===== src/rtl/evc_pkg.sv =====
`timescale 1ns/1ps
package evc_pkg;

    localparam int DATA_W     = 32;
    localparam int IDX_W      = 6;
    localparam int NUM_CNT    = 6;
    localparam int SEL_STRIDE = 4;

    localparam logic [IDX_W-1:0] IDX_ADDR_TGT = 6'd7;
    localparam logic [IDX_W-1:0] IDX_RSSI_THR = 6'd9;
    localparam logic [IDX_W-1:0] IDX_SRC_SEL  = 6'd19;
    localparam logic [IDX_W-1:0] IDX_CNT_BASE = 6'd26;

    typedef enum logic [0:0] {
        SRC_RX  = 1'b0,
        SRC_ALT = 1'b1
    } src_sel_e;

    typedef struct packed {
        logic short_pre;
        logic long_pre;
        logic hdr_strobe;
        logic hdr_valid;
        logic fcs_done;
        logic fcs_ok;
        logic dest_self;
        logic is_data;
        logic gain_change;
        logic agc_lock;
        logic tx_start;
        logic tx_done;
        logic tx_need_ack;
    } phy_flags_t;

    typedef struct packed {
        logic [NUM_CNT-1:0] src_alt;
        logic [NUM_CNT-1:0] src_rx;
    } evt_pair_t;

    function automatic int sel_pos(int i);
        return i * SEL_STRIDE;
    endfunction

    function automatic logic [IDX_W-1:0] cnt_idx(int i);
        return IDX_CNT_BASE + IDX_W'(i);
    endfunction

endpackage


===== src/rtl/evc_cfg_regs.sv =====
`timescale 1ns/1ps
module evc_cfg_regs
    import evc_pkg::*;
#(
    parameter int RSSI_W = 16
) (
    input  logic              clk,
    input  logic              rst,
    input  logic              wr_en,
    input  logic [IDX_W-1:0]  wr_idx,
    input  logic [DATA_W-1:0] wr_data,
    output logic [DATA_W-1:0] addr_tgt,
    output logic [RSSI_W-1:0] rssi_thr,
    output logic [DATA_W-1:0] src_sel
);

    always_ff @(posedge clk) begin
        if (rst) begin
            addr_tgt <= '0;
            rssi_thr <= '0;
            src_sel  <= '0;
        end else if (wr_en) begin
            unique case (wr_idx)
                IDX_ADDR_TGT: addr_tgt <= wr_data;
                IDX_RSSI_THR: rssi_thr <= wr_data[RSSI_W-1:0];
                IDX_SRC_SEL:  src_sel  <= wr_data;
                default: ;
            endcase
        end
    end

    p_tgt_store_r2: assert property (@(posedge clk) disable iff (rst)
        (wr_en && wr_idx == IDX_ADDR_TGT) |=> addr_tgt == $past(wr_data));

    p_sel_store_r2: assert property (@(posedge clk) disable iff (rst)
        (wr_en && wr_idx == IDX_SRC_SEL) |=> src_sel == $past(wr_data));

    p_sel_hold_r5: assert property (@(posedge clk) disable iff (rst)
        !(wr_en && wr_idx == IDX_SRC_SEL) |=> $stable(src_sel));

endmodule


===== src/rtl/evc_event_src.sv =====
`timescale 1ns/1ps
module evc_event_src
    import evc_pkg::*;
#(
    parameter int RSSI_W = 16
) (
    input  logic              clk,
    input  logic              rst,
    input  phy_flags_t        flags,
    input  logic [DATA_W-1:0] sender_lo,
    input  logic [DATA_W-1:0] addr_tgt,
    input  logic [RSSI_W-1:0] rssi,
    input  logic [RSSI_W-1:0] rssi_thr,
    output evt_pair_t         ev
);

    logic addr_match;
    logic frame_for_me;
    logic rssi_above;
    logic rssi_above_q;
    logic rssi_rise;

    assign addr_match   = (sender_lo == addr_tgt);
    assign frame_for_me = flags.fcs_done & addr_match & flags.dest_self & flags.is_data;
    assign rssi_above   = (rssi > rssi_thr);
    assign rssi_rise    = rssi_above & ~rssi_above_q;

    always_ff @(posedge clk) begin
        if (rst) rssi_above_q <= 1'b0;
        else     rssi_above_q <= rssi_above;
    end

    always_comb begin
        ev.src_rx[0]  = flags.short_pre;
        ev.src_rx[1]  = flags.long_pre;
        ev.src_rx[2]  = flags.hdr_strobe;
        ev.src_rx[3]  = flags.hdr_strobe & flags.hdr_valid;
        ev.src_rx[4]  = frame_for_me;
        ev.src_rx[5]  = frame_for_me & flags.fcs_ok;
        ev.src_alt[0] = flags.tx_start;
        ev.src_alt[1] = flags.tx_done;
        ev.src_alt[2] = rssi_rise;
        ev.src_alt[3] = flags.gain_change;
        ev.src_alt[4] = flags.agc_lock;
        ev.src_alt[5] = flags.tx_need_ack;
    end

    p_rssi_once_r9: assert property (@(posedge clk) disable iff (rst)
        rssi_rise |=> !rssi_rise);

    p_crc_subset_r7: assert property (@(posedge clk) disable iff (rst)
        ev.src_rx[5] |-> ev.src_rx[4]);

endmodule


===== src/rtl/evc_sat_counter.sv =====
`timescale 1ns/1ps
module evc_sat_counter #(
    parameter int CNT_W = 32
) (
    input  logic             clk,
    input  logic             rst,
    input  logic             clr,
    input  logic             ev,
    output logic [CNT_W-1:0] cnt
);

    localparam logic [CNT_W-1:0] CNT_MAX = {CNT_W{1'b1}};

    always_ff @(posedge clk) begin
        if (rst || clr)
            cnt <= '0;
        else if (ev && cnt != CNT_MAX)
            cnt <= cnt + 1'b1;
    end

    p_clear_zero_r4: assert property (@(posedge clk) disable iff (rst)
        clr |=> cnt == '0);

    p_no_overflow_r10: assert property (@(posedge clk) disable iff (rst)
        (!clr && cnt == CNT_MAX) |=> cnt == CNT_MAX);

    p_step_one_r3: assert property (@(posedge clk) disable iff (rst)
        (!clr && ev && cnt != CNT_MAX) |=> cnt == $past(cnt) + 1'b1);

    p_idle_hold_r3: assert property (@(posedge clk) disable iff (rst)
        (!clr && !ev) |=> $stable(cnt));

endmodule


===== src/rtl/evt_counter_bank.sv =====
`timescale 1ns/1ps
module evt_counter_bank
    import evc_pkg::*;
#(
    parameter int CNT_W  = 32,
    parameter int RSSI_W = 16
) (
    input  logic              clk,
    input  logic              rst,
    input  logic              wr_en,
    input  logic [5:0]        wr_idx,
    input  logic [31:0]       wr_data,
    input  logic [5:0]        rd_idx,
    output logic [31:0]       rd_data,
    input  logic              short_pre_det,
    input  logic              long_pre_det,
    input  logic              hdr_strobe,
    input  logic              hdr_valid,
    input  logic              fcs_done,
    input  logic              fcs_ok,
    input  logic [31:0]       sender_mac_lo,
    input  logic              dest_is_self,
    input  logic              frame_is_data,
    input  logic [RSSI_W-1:0] rssi,
    input  logic              gain_change,
    input  logic              agc_lock,
    input  logic              tx_start,
    input  logic              tx_done,
    input  logic              tx_need_ack
);

    phy_flags_t        flags;
    evt_pair_t         ev;
    logic [DATA_W-1:0] addr_tgt;
    logic [RSSI_W-1:0] rssi_thr;
    logic [DATA_W-1:0] src_sel;
    logic [NUM_CNT-1:0] ev_sel;
    logic [NUM_CNT-1:0] clr;
    logic [CNT_W-1:0]  cnt [NUM_CNT];

    always_comb begin
        flags.short_pre   = short_pre_det;
        flags.long_pre    = long_pre_det;
        flags.hdr_strobe  = hdr_strobe;
        flags.hdr_valid   = hdr_valid;
        flags.fcs_done    = fcs_done;
        flags.fcs_ok      = fcs_ok;
        flags.dest_self   = dest_is_self;
        flags.is_data     = frame_is_data;
        flags.gain_change = gain_change;
        flags.agc_lock    = agc_lock;
        flags.tx_start    = tx_start;
        flags.tx_done     = tx_done;
        flags.tx_need_ack = tx_need_ack;
    end

    evc_cfg_regs #(.RSSI_W(RSSI_W)) u_cfg (
        .clk      (clk),
        .rst      (rst),
        .wr_en    (wr_en),
        .wr_idx   (wr_idx),
        .wr_data  (wr_data),
        .addr_tgt (addr_tgt),
        .rssi_thr (rssi_thr),
        .src_sel  (src_sel)
    );

    evc_event_src #(.RSSI_W(RSSI_W)) u_src (
        .clk       (clk),
        .rst       (rst),
        .flags     (flags),
        .sender_lo (sender_mac_lo),
        .addr_tgt  (addr_tgt),
        .rssi      (rssi),
        .rssi_thr  (rssi_thr),
        .ev        (ev)
    );

    for (genvar g = 0; g < NUM_CNT; g++) begin : g_cnt
        src_sel_e pick;
        assign pick      = src_sel_e'(src_sel[sel_pos(g)]);
        assign ev_sel[g] = (pick == SRC_ALT) ? ev.src_alt[g] : ev.src_rx[g];
        assign clr[g]    = wr_en && (wr_idx == cnt_idx(g));

        evc_sat_counter #(.CNT_W(CNT_W)) u_cnt (
            .clk (clk),
            .rst (rst),
            .clr (clr[g]),
            .ev  (ev_sel[g]),
            .cnt (cnt[g])
        );
    end

    always_comb begin
        rd_data = '0;
        if (rd_idx == IDX_ADDR_TGT)
            rd_data = addr_tgt;
        else if (rd_idx == IDX_RSSI_THR)
            rd_data = DATA_W'(rssi_thr);
        else if (rd_idx == IDX_SRC_SEL)
            rd_data = src_sel;
        else begin
            for (int i = 0; i < NUM_CNT; i++)
                if (rd_idx == cnt_idx(i))
                    rd_data = DATA_W'(cnt[i]);
        end
    end

    p_clear_onehot_r4: assert property (@(posedge clk) disable iff (rst)
        $onehot0(clr));

endmodule


===== config.mk =====
export PLATFORM = sky130hd
export DESIGN_NAME = evt_counter_bank
export DESIGN_NICKNAME = d
export VERILOG_FILES = /design/src/rtl/evc_pkg.sv /design/src/rtl/evc_cfg_regs.sv /design/src/rtl/evc_event_src.sv /design/src/rtl/evc_sat_counter.sv /design/src/rtl/evt_counter_bank.sv
export SDC_FILE = /design/constraint.sdc
export NUM_CORES = 1
export LEC_CHECK = 0
export BUFFER_PORTS_ARGS = -buffer_cell sky130_fd_sc_hd__buf_2
export CORE_ASPECT_RATIO = 1.5
export CORE_MARGIN = 4
export CORE_UTILIZATION = 60
export CTS_BUF_LIST = sky130_fd_sc_hd__clkbuf_16
export DETAILED_ROUTE_END_ITERATION = 16
export PLACE_DENSITY = 0.81
export REMOVE_ABC_BUFFERS = 1
export SKIP_LAST_GASP = 1
export SLEW_MARGIN = 20
export SYNTH_ARGS = -nofsm -noshare
export SYNTH_HDL_FRONTEND = slang
export SYNTH_SLANG_ARGS = --single-unit

===== constraint.sdc =====
create_clock -name clk -period 3 [get_ports clk]
set_clock_uncertainty 0.1 [all_clocks]
set_input_delay 0.45 -clock clk [delete_from_list [all_inputs] [get_ports clk]]
set_output_delay 0.45 -clock clk [all_outputs]
set_load 0.02 [all_outputs]

Yosys cells after proc, flatten, opt, wreduce, memory -nomap -nowiden
Index checks and enable logic that the tools add are counted.
Widths: inputs -> output; s select.
{"block": "totals", "ff_bits": 273, "wordCells": 85, "out_inout_bits": 32}
{"block": "op_classes", "eq_ne": 25, "n_mux": 15, "bitwise_logic": 7, "n_reduce_logical": 21, "addsub": 6, "magnitude_cmp": 1}
{"op": "$mux 32", "count": 9}
{"op": "$add 32x1->32 const B", "count": 6}
{"op": "$ne 32x32->1 const B", "count": 6}
{"op": "$eq 6x5->1 const B", "count": 14}
{"op": "$eq 32x32->1", "count": 1}
{"op": "$gt 16x16->1", "count": 1}
{"op": "$eq 6x3->1 const B", "count": 2}
{"op": "$eq 6x4->1 const B", "count": 2}
{"op": "$logic_and 1x1->1", "count": 12}
{"op": "$and 1x1->1", "count": 6}
{"op": "$logic_or 1x1->1", "count": 6}
{"op": "$mux 1", "count": 6}
{"op": "$reduce_and 2->1", "count": 3}
{"op": "$not 1->1", "count": 1}

Depth between registers and ports, before layout
{"block": "depth", "word_depth": 10, "depth_mapped": 10, "ltp_nobuf": 9}

Hierarchy
Synthesis repeated with hierarchy kept, for this count alone.
{"block": "unflattened", "hier_cells": 1863, "hier_area_um2": 16617.2}
{"mod": "evc_sat_counter", "instances": 6, "area_each_um2": 1681.6, "cells_per_inst": 189}
{"mod": "evc_cfg_regs", "instances": 1, "area_each_um2": 3331.9, "cells_per_inst": 301}
{"mod": "evt_counter_bank", "instances": 1, "area_each_um2": 2297.2, "cells_per_inst": 310}
{"mod": "evc_event_src", "instances": 1, "area_each_um2": 898.4, "cells_per_inst": 118}

Least setup slack after synthesis
Ideal clock, no wire load.
{"block": "synth_path", "path_kind": "input-to-reg", "from": "input port rssi[1]", "to": "register g_cnt[2].u_cnt.cnt[13]", "setup_time_ps": 60, "path_buffers": 0, "slack_ps": 231, "arrival_time_ps": 2609, "required_ps": 2840, "stages": 8, "path_cell_list": "ha_1 > nor2b_1 > o211ai_1 > a2111oi_0 > o311a_1 > o21ai_2 > or4_2 > nand2_1"}
{"block": "synth_between", "elab_chain_cells": 4}
{"item": "start, declared", "line_no": "evt_counter_bank.sv:24", "text": "input logic [RSSI_W-1:0] rssi,"}
{"item": "$gt 16x16->1", "line_no": "evc_event_src.sv:25", "text": "assign rssi_above = (rssi > rssi_thr);"}
{"item": "$and 1x1->1", "line_no": "evc_event_src.sv:26", "text": "assign rssi_rise = rssi_above & ~rssi_above_q;"}
{"item": "$mux 1", "line_no": "evt_counter_bank.sv:82", "text": "assign ev_sel[g] = (pick == SRC_ALT) ? ev.src_alt[g] : ev.src_rx[g];"}
{"item": "$logic_and 1x1->1", "line_no": "evc_sat_counter.sv:17", "text": "else if (ev && cnt != CNT_MAX)"}
{"item": "end signal, assigned", "line_no": "evc_sat_counter.sv:18", "text": "cnt <= cnt + 1'b1;"}
{"item": "end, declared", "line_no": "evc_sat_counter.sv:9", "text": "output logic [CNT_W-1:0] cnt"}
Every way passes these cells.
A chain may end at the register's enable or synchronous reset.

Final worst setup path
{"block": "layout_path", "from": "input port rd_idx[5]", "to": "output port rd_data[25]"}
{"block": "layout_between", "elab_chain_cells": 10}
{"item": "start, declared", "line_no": "evt_counter_bank.sv:13", "text": "input logic [5:0] rd_idx,"}
{"item": "$eq 6x5->1", "line_no": "evt_counter_bank.sv:104", "text": "if (rd_idx == cnt_idx(i))"}
{"item": "$mux 32 (6 in a row)", "line_no": "evt_counter_bank.sv:104"}
{"item": "$mux 32", "line_no": "evt_counter_bank.sv:100", "text": "else if (rd_idx == IDX_SRC_SEL)"}
{"item": "$mux 32", "line_no": "evt_counter_bank.sv:98", "text": "else if (rd_idx == IDX_RSSI_THR)"}
{"item": "$mux 32 (*)", "line_no": "evt_counter_bank.sv:96", "text": "if (rd_idx == IDX_ADDR_TGT)"}
{"item": "end, declared", "line_no": "evt_counter_bank.sv:14", "text": "output logic [31:0] rd_data,"}
Mark *: on every way between the ends. The rest lies on a longest branch, timed or not.

==> metrics.yaml <==
timing.final.max_slew_violations: 0
cp-start-kind: "input port"
r2r_setup_slack_ps: 160
synth.avg_cell_area_sq_um: 7.770
pin_count: 140
width_of_the_die_microns: 136.4
worst_pin_slew_ps: 834.9
floorplan.die_area_sq_um: 27350
grt_setup_unrepaired: "no"
status: "finished clean"
syn-instance-count: 1909
grt_start_max_net_pins: 78
cts-buffers-inserted: 27
synth.area.top_cells: "sky130_fd_sc_hd__dfxtp_1, sky130_fd_sc_hd__nand2_1, sky130_fd_sc_hd__a21oi_1"
cap_viol_max_count: 0
clk_pin_slew_ps: 70
mostFrequentLayoutCell: "sky130_fd_sc_hd__nand2_1"
ys_types: 58
cts_buffer_depth: 3
ctsHtreeMaxLevel: 1
wl_per_cell_microns: 21.24
remaining_drc_errors: 0
routed_via_density: 6.488
cts-root-buf: "sky130_fd_sc_hd__clkbuf_16"
detailroute.via_count: 15643
clock_sinks: 273
post_route_cells_drive_above_1_share_pct: 14.81
post_synth_edffs: 0
syn_area_sq_um: 14830
tritoncts: "yes"
slew_headroom_pct: 44.34
place_congestion: 1.021
num-nets-final: 2198
antenna_found_initial: 0
detailedRoute.firstIterationViolations: 1731
clock.fmax_ghz: 0.3466
synthFlopType: "sky130_fd_sc_hd__dfxtp_1"
std_cell_rows: 70
worstHoldPathType: "in -> reg"
ir_drop_mv: 0.4139
final_cell_mix: "sky130_fd_sc_hd__nand2_1, sky130_fd_sc_hd__dfxtp_1, sky130_fd_sc_hd__a21oi_1"
fp.dieH_microns: 200.6
critical_path.endpoint_type: "primary output"
timing.final.crit_share_pct: 96.18
synth_seq_cells: 273
cts_hold_repair.buffers: 0
power_leakage_nw: 6.271
number_of_iterations_in_the_first_detailed_routing_pass: 8
yosys_warnings: 0
ys_seq_area_share_pct: 36.85
area_delta_synth_final_pct: 16.84
synth_async_sr_flop_share_pct: 0
initial_core_util_pct: 60.92
timing.hold.ws_ps: 49.63
grt_pass1_wl_microns: 78710
setup-violations-final: 0
grt_pass1_vias: 14857
yosys.area.top_type_share_pct: 36.85
core_sq_um: 24350
placedInstanceArea_sq_um: 16400
diodes: 0
setup-tns-final_ps: 0
finalHoldViolations: 0
layout.filler_cells: 2032
clk-insertion-delay-late_ps: 570
timing.critical_path.arrival_ps: 2340
crit_path_max_fanout: 23
timing_worst_setup_path_type: "in -> out"
hpwl_microns: 38180
final_antenna_net_count: 0
power.density_cell_area_nw_per_um2: 444.4
placement.io_buffers: 139
stdcell_area_sq_um: 17330
global_route.usage.total_pct: 35.91
synthDominantAreaCellType: "sky130_fd_sc_hd__dfxtp_1"
worst-endpoint-required_ps: 2450
grt_remaining_overflow: 0
timing.final.crit_period_ps: 2885
wl_microns: 51200
==> registers in the layout (all words and copies together), names as in the netlist <==
register,count
g_cnt.u_cnt.cnt,192
u_cfg.addr_tgt,32
u_cfg.src_sel,32
u_src.rssi_above_q,1
u_cfg.rssi_thr,16
==> synth_stat cells, drive strengths merged (14+ instances only) <==
master / count
nand2: 291
dfxtp: 273
a21oi: 169
nor2: 169
clkbuf: 101
nand3: 83
o21ai: 82
xnor2: 69
nand4: 66
or3: 64
xor2: 51
inv: 43
mux2i: 38
or4: 34
and3: 30
a221o: 25
and4: 25
nor2b: 25
nor3: 24
ha: 22
a22oi: 20
o22ai: 19
a221oi: 18
nor4: 18
o211ai: 18
o221ai: 17
o31ai: 14
==> final timing paths <==
| check | start | end | cells after the start |
|---|---|---|---|
| hold / removal | wr_data[9] | u_cfg.src_sel[9] | 3 |
| hold reg to reg | u_cfg.src_sel[11] | u_cfg.src_sel[11] | 2 |
| setup / recovery | rd_idx[5] | rd_data[25] | 11 |
| setup reg to reg | g_cnt[2].u_cnt.cnt[19] | g_cnt[2].u_cnt.cnt[15] | 9 |
==> metal layers <==
layer / up-vias / GRT usage (%) / part of all wire, %
li1: 7244 / - / -
met1: 7357 / 41.61 / 36
met2: 846 / 59.90 / 48
met3: 196 / 5.918 / 8.4
met4: 0 / 24.24 / 7.9
met5: - / 0 / 0
==> what timing repair did <==
| action | 4_1_cts | 5_1_grt |
|---|---|---|
| gates resized for setup | 0 | 4 |
| buffers inserted | 0 | 1 |
| endpoints found under the setup margin | 0 | 17 |
==> final cells by class <==
| cell class | count | area (sq um) | area share [%] |
|---|---|---|---|
| repair buffers | 239 | 1546 | 8.924 |
| multi-input cells | 1484 | 8852 | 51.08 |
| clock inverters | 21 | 224.0 | 1.292 |
| flip-flops and latches | 273 | 5465 | 31.54 |
| well taps | 324 | 405.4 | 2.339 |
| clock buffers | 27 | 675.6 | 3.899 |
| inverters | 43 | 161.4 | 0.9313 |
==> metrics by stage <==
step | total power [W] | util (%) | setup WS, ps | cells
after floorplan | 0.003930 | - | -1270 | 1800
after global placement | 0.004184 | 67.36 | 11.12 | 2362
after detailed placement | 0.004192 | 67.36 | -43.34 | 2362
after CTS | 0.007702 | 71.05 | 9.340 | 2410
after global routing | 0.007893 | 71.18 | 29.27 | 2411
final | 0.007701 | 71.18 | 114.7 | 2411
==> logic make-up (layout without fill, tap and decap cells) <==
kind of cell	Yosys count	after routing	share of synthesized area (%)
AND/OR/NAND/NOR	875	875	29.29
multiplexers	39	39	2.640
XOR/XNOR	120	120	7.086
buffers and inverters	152	330	3.880
AO/OA/AOI/OAI	428	428	18.41
flip-flops	273	273	36.85
adder cells (fa/ha/maj)	22	22	1.856
==> power by group <==
part | internal [W] | switching, W | total [W] | leakage [nW]
clock network | 0.00206 | 0.00151 | 0.00357 | 0.467
logic | 0.000172 | 0.000297 | 0.000469 | 3.60
registers | 0.00364 | 0.0000232 | 0.00366 | 2.20
total | 0.00587 | 0.00183 | 0.00770 | 6.27
==> worst max-delay path, cell delays in order <==
cell                       delay (ps)
sky130_fd_sc_hd__buf_2            130
sky130_fd_sc_hd__nand2b_1         130
sky130_fd_sc_hd__buf_4            150
sky130_fd_sc_hd__nor3_2            60
sky130_fd_sc_hd__buf_12           160
sky130_fd_sc_hd__a221oi_1         530
sky130_fd_sc_hd__a21oi_1           80
sky130_fd_sc_hd__buf_4            190
sky130_fd_sc_hd__o221ai_1         170
sky130_fd_sc_hd__nand2_1           90
sky130_fd_sc_hd__buf_2            170
Note: power is estimated with default switching activity, not from simulation.
